### src/rtl/pwr_mode_pkg.sv
package pwr_mode_pkg;

  typedef enum logic [2:0] {
    MD_RUN    = 3'd0,
    MD_LPRUN  = 3'd1,
    MD_WAIT   = 3'd2,
    MD_LPWAIT = 3'd3,
    MD_STOP3  = 3'd4,
    MD_STOP2  = 3'd5,
    MD_RECOV  = 3'd6
  } mode_e;

  typedef enum logic [1:0] {
    RG_FULL = 2'd0,
    RG_STBY = 2'd1,
    RG_PPD  = 2'd2
  } reg_e;

  typedef enum logic [1:0] {
    SK_DBG   = 2'd0,
    SK_REGON = 2'd1,
    SK_STBY  = 2'd2,
    SK_DEEP  = 2'd3
  } stop_kind_e;

  // packed: first member is the MSB, so stop_ok lands on bit 0
  typedef struct packed {
    logic full_wake;
    logic lp_req;
    logic deep_sel;
    logic vmon_stop;
    logic vmon_en;
    logic stop_ok;
  } cfg_t;

  // fixed priority: debug, then voltage monitor pair, then depth select
  function automatic stop_kind_e pick_stop(logic dbg, logic vmon, logic vmon_stop,
                                           logic deep);
    if (dbg)                   return SK_DBG;
    else if (vmon && vmon_stop) return SK_REGON;
    else if (deep)             return SK_DEEP;
    else                       return SK_STBY;
  endfunction

  function automatic reg_e mode_regulator(mode_e m, stop_kind_e k);
    case (m)
      MD_LPRUN, MD_LPWAIT: return RG_STBY;
      MD_STOP2:            return RG_PPD;
      MD_STOP3:            return (k == SK_STBY) ? RG_STBY : RG_FULL;
      default:             return RG_FULL;
    endcase
  endfunction

  function automatic logic mode_is_lp(mode_e m);
    return (m == MD_LPRUN) || (m == MD_LPWAIT);
  endfunction

endpackage

### src/rtl/pwr_cfg_regs.sv
module pwr_cfg_regs
  import pwr_mode_pkg::*;
#(
  parameter int DATA_W = 8
) (
  input  logic              clk,
  input  logic              rst_n,
  input  logic              wr_en,
  input  logic [DATA_W-1:0] wdata,
  input  logic              clr_all,
  input  logic              clr_lp,
  input  logic              lp_flag,
  output cfg_t              cfg,
  output logic [DATA_W-1:0] rdata
);
  localparam int CFG_W = $bits(cfg_t);
  localparam int PAD_W = DATA_W - CFG_W - 1;

  cfg_t cfg_q;
  logic unused_hi;
  assign unused_hi = ^wdata[DATA_W-1:CFG_W];

  always_ff @(posedge clk or negedge rst_n) begin
    if (!rst_n) begin
      cfg_q <= '0;
    end else if (clr_all) begin
      cfg_q <= '0;
    end else begin
      if (wr_en) cfg_q <= cfg_t'(wdata[CFG_W-1:0]);
      if (clr_lp) cfg_q.lp_req <= 1'b0;
    end
  end

  assign cfg   = cfg_q;
  assign rdata = {lp_flag, {PAD_W{1'b0}}, cfg_q};

  AST_RECOV_CLEARS_CFG: assert property (@(posedge clk) disable iff (!rst_n)
    $past(clr_all) |-> (cfg_q == '0));
  AST_WAKE_DROPS_LPREQ: assert property (@(posedge clk) disable iff (!rst_n)
    $past(clr_lp) |-> !cfg_q.lp_req);

endmodule

### src/rtl/pwr_stop_decode.sv
module pwr_stop_decode
  import pwr_mode_pkg::*;
(
  input  logic       dbg_en,
  input  logic       vmon_en,
  input  logic       vmon_stop,
  input  logic       deep_sel,
  output stop_kind_e kind
);
  assign kind = pick_stop(dbg_en, vmon_en, vmon_stop, deep_sel);
endmodule

### src/rtl/pwr_mode_fsm.sv
module pwr_mode_fsm
  import pwr_mode_pkg::*;
(
  input  logic       clk,
  input  logic       rst_n,
  input  logic       wait_stb,
  input  logic       stop_stb,
  input  logic       irq,
  input  logic       stop_ok,
  input  logic       lp_req,
  input  logic       full_wake,
  input  stop_kind_e kind_in,
  output mode_e      mode,
  output logic       cpu_clk_en,
  output logic       bus_clk_en,
  output reg_e       regulator,
  output logic       ref_clk_keep,
  output logic       lp_flag,
  output logic       illop_rst,
  output logic       clr_lp,
  output logic       clr_all
);
  mode_e      mode_q, mode_d;
  stop_kind_e kind_q, kind_d;
  logic       ret_lp_q, ret_lp_d;
  logic       illop_q;
  logic       lp_flag_q;

  // named events for the checks
  logic in_lp, stop_taken, illop_fire, wake_full, stop_wake;
  assign in_lp      = (mode_q == MD_LPRUN);
  assign stop_taken = ((mode_q == MD_RUN) || in_lp) && !wait_stb && stop_stb && stop_ok;
  assign illop_fire = ((mode_q == MD_RUN) || in_lp) && !wait_stb && stop_stb && !stop_ok;
  assign wake_full  = (mode_q == MD_LPWAIT) && irq && !ret_lp_q;
  assign stop_wake  = (mode_q == MD_STOP3) && irq;

  always_comb begin
    mode_d   = mode_q;
    kind_d   = kind_q;
    ret_lp_d = ret_lp_q;
    clr_lp   = 1'b0;
    clr_all  = 1'b0;
    case (mode_q)
      MD_RUN, MD_LPRUN: begin
        if (wait_stb) begin
          mode_d   = in_lp ? MD_LPWAIT : MD_WAIT;
          ret_lp_d = in_lp && !full_wake;
        end else if (stop_taken) begin
          kind_d   = kind_in;
          mode_d   = (kind_in == SK_DEEP) ? MD_STOP2 : MD_STOP3;
          ret_lp_d = in_lp;
        end else if (!in_lp && lp_req && !illop_fire) begin
          mode_d = MD_LPRUN;
        end else if (in_lp && !lp_req && !illop_fire) begin
          mode_d = MD_RUN;
        end
      end
      MD_WAIT: if (irq) mode_d = MD_RUN;
      MD_LPWAIT: begin
        if (irq) begin
          mode_d = ret_lp_q ? MD_LPRUN : MD_RUN;
          clr_lp = !ret_lp_q;
        end
      end
      MD_STOP3: if (irq) mode_d = ret_lp_q ? MD_LPRUN : MD_RUN;
      MD_STOP2: if (irq) mode_d = MD_RECOV;
      MD_RECOV: begin
        mode_d  = MD_RUN;
        clr_all = 1'b1;
      end
      default: mode_d = MD_RUN;
    endcase
  end

  always_ff @(posedge clk or negedge rst_n) begin
    if (!rst_n) begin
      mode_q    <= MD_RUN;
      kind_q    <= SK_DBG;
      ret_lp_q  <= 1'b0;
      illop_q   <= 1'b0;
      lp_flag_q <= 1'b0;
    end else begin
      mode_q    <= mode_d;
      kind_q    <= kind_d;
      ret_lp_q  <= ret_lp_d;
      illop_q   <= illop_fire;
      lp_flag_q <= mode_is_lp(mode_d);
    end
  end

  assign mode         = mode_q;
  assign cpu_clk_en   = (mode_q == MD_RUN) || (mode_q == MD_LPRUN);
  assign bus_clk_en   = cpu_clk_en || (mode_q == MD_WAIT) || (mode_q == MD_LPWAIT);
  assign regulator    = mode_regulator(mode_q, kind_q);
  assign ref_clk_keep = (mode_q == MD_STOP3) && (kind_q == SK_DBG);
  assign lp_flag      = lp_flag_q;
  assign illop_rst    = illop_q;

  AST_ILLOP_ONE_CYCLE: assert property (@(posedge clk) disable iff (!rst_n)
    illop_q |=> !illop_q);
  AST_ILLOP_KEEPS_MODE: assert property (@(posedge clk) disable iff (!rst_n)
    illop_q |-> $stable(mode_q));
  AST_STOP_KIND_HELD: assert property (@(posedge clk) disable iff (!rst_n)
    (mode_q == MD_STOP3 && $past(mode_q) == MD_STOP3) |-> $stable(kind_q));
  AST_LP_FLAG_TRACKS: assert property (@(posedge clk) disable iff (!rst_n)
    lp_flag_q == mode_is_lp(mode_q));
  AST_FULL_WAKE_RUN: assert property (@(posedge clk) disable iff (!rst_n)
    wake_full |=> (mode_q == MD_RUN));
  AST_STOP3_WAKE_RUNS: assert property (@(posedge clk) disable iff (!rst_n)
    stop_wake |=> cpu_clk_en);
  AST_RECOV_ONCE: assert property (@(posedge clk) disable iff (!rst_n)
    (mode_q == MD_RECOV) |=> (mode_q == MD_RUN));
  AST_STOP_CLOCKS_OFF: assert property (@(posedge clk) disable iff (!rst_n)
    stop_taken |=> (!cpu_clk_en && !bus_clk_en));

endmodule

### src/rtl/pwr_mode_seq.sv
module pwr_mode_seq
  import pwr_mode_pkg::*;
#(
  parameter int DATA_W = 8
) (
  input  logic              clk,
  input  logic              rst_n,
  input  logic              wait_stb,
  input  logic              stop_stb,
  input  logic              irq,
  input  logic              dbg_en,
  input  logic              cfg_we,
  input  logic [DATA_W-1:0] cfg_wdata,
  output logic [DATA_W-1:0] cfg_rdata,
  output logic [2:0]        mode,
  output logic              cpu_clk_en,
  output logic              bus_clk_en,
  output logic [1:0]        regulator,
  output logic              ref_clk_keep,
  output logic              lp_flag,
  output logic              illop_rst
);
  cfg_t       cfg;
  stop_kind_e kind;
  mode_e      mode_w;
  reg_e       reg_w;
  logic       clr_lp, clr_all, lp_flag_w;

  pwr_cfg_regs #(.DATA_W(DATA_W)) u_cfg (
    .clk(clk), .rst_n(rst_n), .wr_en(cfg_we), .wdata(cfg_wdata),
    .clr_all(clr_all), .clr_lp(clr_lp), .lp_flag(lp_flag_w),
    .cfg(cfg), .rdata(cfg_rdata)
  );

  pwr_stop_decode u_dec (
    .dbg_en(dbg_en), .vmon_en(cfg.vmon_en), .vmon_stop(cfg.vmon_stop),
    .deep_sel(cfg.deep_sel), .kind(kind)
  );

  pwr_mode_fsm u_fsm (
    .clk(clk), .rst_n(rst_n), .wait_stb(wait_stb), .stop_stb(stop_stb), .irq(irq),
    .stop_ok(cfg.stop_ok), .lp_req(cfg.lp_req), .full_wake(cfg.full_wake),
    .kind_in(kind), .mode(mode_w), .cpu_clk_en(cpu_clk_en), .bus_clk_en(bus_clk_en),
    .regulator(reg_w), .ref_clk_keep(ref_clk_keep), .lp_flag(lp_flag_w),
    .illop_rst(illop_rst), .clr_lp(clr_lp), .clr_all(clr_all)
  );

  assign mode      = mode_w;
  assign regulator = reg_w;
  assign lp_flag   = lp_flag_w;

endmodule

### config.mk
export PLATFORM = sky130hd
export DESIGN_NAME = pwr_mode_seq
export DESIGN_NICKNAME = d
export VERILOG_FILES = /design/src/rtl/pwr_mode_pkg.sv /design/src/rtl/pwr_cfg_regs.sv /design/src/rtl/pwr_stop_decode.sv /design/src/rtl/pwr_mode_fsm.sv /design/src/rtl/pwr_mode_seq.sv
export SDC_FILE = /design/constraint.sdc
export NUM_CORES = 1
export LEC_CHECK = 0
export ABC_AREA = 1
export BUFFER_PORTS_ARGS = -buffer_cell sky130_fd_sc_hd__buf_2
export CELL_PAD_IN_SITES_DETAIL_PLACEMENT = 0
export CELL_PAD_IN_SITES_GLOBAL_PLACEMENT = 1
export CORE_MARGIN = 4
export CORE_UTILIZATION = 30
export CTS_BUF_LIST = sky130_fd_sc_hd__clkbuf_16
export DETAILED_ROUTE_END_ITERATION = 10
export PLACE_DENSITY_LB_ADDON = 0.08
export SLEW_MARGIN = 20
export SYNTH_ARGS = -nofsm -noshare
export SYNTH_HDL_FRONTEND = slang
export SYNTH_SLANG_ARGS = --single-unit
### constraint.sdc
create_clock -name clk -period 2.6 [get_ports clk]
set_clock_uncertainty 0.15 [all_clocks]
set_input_delay 0.52 -clock clk [delete_from_list [all_inputs] [get_ports clk]]
set_output_delay 0.52 -clock clk [all_outputs]
set_load 0.02 [all_outputs]
==> flow_summary.yaml <==
job:
  drv_cap: 0
timing:
  rsz0062_at_grt: "false"
  setup-violations-final: 0
  post-route-period-util_pct: 77.8
  fmax_mhz: 494
  maxSlewViolCount: 0
  setup_tns_ns: 0
  hold_viol: 0
  fin_crit_ns: 2.02
synthesis:
  syn_nets: 115
  syn_inst: 100
  synth_seq_cells: 14
  synth_ff_type: "dfrtp_1"
  synth_top_area_share_pct: 44.9
  syn_area_per_cell_sq_um: 7.81
  synthArstFlopShare_pct: 100
  synth_cell_types: 20
  synth_commonest_cells: "nand2_1 (20), inv_1 (17), dfrtp_1 (14), nor2_1 (9), buf_4 (8)"
  yosysTopAreaCell: "dfrtp_1"
  synth_edf_count: 0
  netlist_top_cells_area: "dfrtp_1 (45%), nand2_1 (9.6%), inv_1 (8.2%)"
  ys_warn_count: 0
  synth_most_common_cell: "nand2_1"
  ys_seq_area_share_pct: 44.9
  synth_area_sq_um: 781
critical_path:
  cp.arrival_ns: 1.35
  cp_top_family: "flip-flops"
  startpoint_type: "flop"
  crit_buf_inv: 2
  cp_cell_sequence: "inv_2 > nor2_4 > nand2_1 > nor3_1 > buf_2"
  cp_data_required_time_ns: 1.93
  slowest_delay_ns: 0.49
  r2r-start: "u_fsm.mode[0]"
  crit_start: "u_fsm.mode[2]"
  slowest_stage: "dfrtp_1"
  critPathKind: "flop to primary output"
  cp_max_fo: 6
  cp-end-kind: "primary output"
clock_tree:
  cts_hold_buf: 0
  cts_max_level: 1
  clock_sinks: 14
  cts_setup_buffers: 0
  clk_pin_slew_worst_paths_ns: 0.05
  cts-resized-gates: 0
  cts_root_buf: "clkbuf_16"
  cts_inserted_buffers: 3
  cts_tree: "built"
  clk_latency_ns: 0.24
  max-clock-path-buffers: 2
placement:
  dp.cells: 151
  place_congestion: 0.729
  hpwl_mm: 1.40
  dpl-instance-area_sq_um: 903
  numPortBuffers: 29
global_route:
  grt_pass1_wl_mm: 3.02
  antenna_found_initial: 0
  grt_max_degree: 15
  grt_pass1_vias: 701
  grt_overflow_total: 0
  grt.total_usage_pct: 11.7
floorplan:
  initial_core_util_pct: 31.5
  io_pins: 33
  die_w_microns: 59.0
  die_area_sq_um: 3480
  rows: 18
  core_area_sq_um: 2480
  die_y_microns: 59.0
pwr:
  p_leak_nw: 0.549
  max-vdd-ir-drop_mv: 0.331
  power.density_cell_area_nw_per_um2: 771
final_layout:
  diodes: 0
  final_core_util_pct: 39.6
  syn2layout_area_growth_pct: 25.8
  stdcell_count: 155
  final_nets: 141
  layout-drive-gt1-share_pct: 29.6
  final_area_sq_um: 982
detailed_routing:
  via_count: 684
  drt_iter0_markers: 11
  drt_pass1_iterations: 4
  via_per_inst: 4.41
  drt-total-wl_mm: 1.72
  ant_nets: 0
  wl_per_cell_microns: 11.1
  drc: 0
outcome:
  status: "finished, final reports clean"
worst_hold_path:
  hold_class: "primary input to asynchronous set/reset pin"
cell usage in the layout (no fill, tap or decap):
| master | Yosys | routed |
|---|---|---|
| nand2_1 | 20 | 20 |
| a31oi_1 | 5 | 5 |
| a21oi_1 | 3 | 3 |
| clkbuf_16 | 0 | 3 |
| clkinv_1 | 0 | 1 |
| nand3_2 | 1 | 1 |
| conb_1 | 1 | 1 |
| o21ai_0 | 7 | 7 |
| buf_2 | 0 | 29 |
| nor2_4 | 2 | 2 |
| inv_1 | 17 | 17 |
| a211oi_1 | 1 | 1 |
| nand4_1 | 1 | 1 |
| a21oi_2 | 1 | 1 |
| nand3_1 | 4 | 4 |
| o22ai_1 | 1 | 1 |
| nor3b_1 | 1 | 1 |
| nor3_1 | 1 | 1 |
| inv_2 | 1 | 1 |
| dfrtp_1 | 14 | 14 |
| o211ai_1 | 2 | 2 |
| nor2_1 | 9 | 9 |
metal layers:
metal	wire, microns	GRT usage, %	vias up
li1	-	-	364
met1	727	13.3	295
met2	850	20.3	23
met3	133	2.61	2
met4	12	5.83	0
met5	0	0	-
power by group:
part,switching (mW),leakage [nW],internal [mW]
Sequential,0.0351,0.176,0.255
Combinational,0.115,0.334,0.0627
Clock,0.0860,0.0385,0.203
layout make-up:
| cell class | count | area [sq um] |
|---|---|---|
| fillers | 289 | 1500 |
| repair buffers | 29 | 145 |
| flip-flops and latches | 14 | 350 |
| inverters | 18 | 67.6 |
| clock inverters | 1 | 3.75 |
| clock buffers | 3 | 75.1 |
| multi-input cells | 60 | 303 |
| well taps | 30 | 37.5 |
flip-flops by register name, summed over array words and instances, names as in the netlist:
signal / cells
u_fsm.mode: 3
u_cfg.cfg: 6
u_fsm.lp_flag: 1
u_fsm.illop_rst: 1
u_fsm.kind_q: 2
u_fsm.ret_lp_q: 1
cell families after synthesis:
| group | synth area share [%] |
|---|---|
| simple gates | 23.1 |
| buf+inv | 16.3 |
| compound gates | 15.2 |
| flops | 44.9 |
| other cells | 0.480 |
worst paths after layout:
check | endpoint | slack [ns] | cells after the start
max | ref_clk_keep | 0.58 | 5
min reg2reg | u_fsm.kind_q[1] | 0.36 | 2
max in group asynchronous | u_fsm.kind_q[0] | 2.03 | 1
min in group clk | u_cfg.cfg[0] | 0.34 | 3
min | u_cfg.cfg[5] | 0.02 | 1
max reg2reg | u_cfg.cfg[2] | 1.10 | 6
worst register-to-register path: stages, from the launching register on:
cell	delay, ns
dfrtp_1	0.44
inv_1	0.16
nand3_2	0.18
nand2_1	0.20
nor2_1	0.05
a31oi_1	0.14
inv_1	0.06
stage by stage:
step | setup WS, ns | hold slack, ns | power (mW)
after floorplan | 0.561 | 0.0744 | 0.429
after CTS | 0.558 | 0.0306 | 0.772
after global placement | 0.842 | 0.288 | 0.475
final | 0.576 | 0.0205 | 0.757
after detailed placement | 0.826 | 0.290 | 0.476
after global routing | 0.409 | 0.0510 | 0.816
No activity file was read; power rests on OpenSTA's default activity.
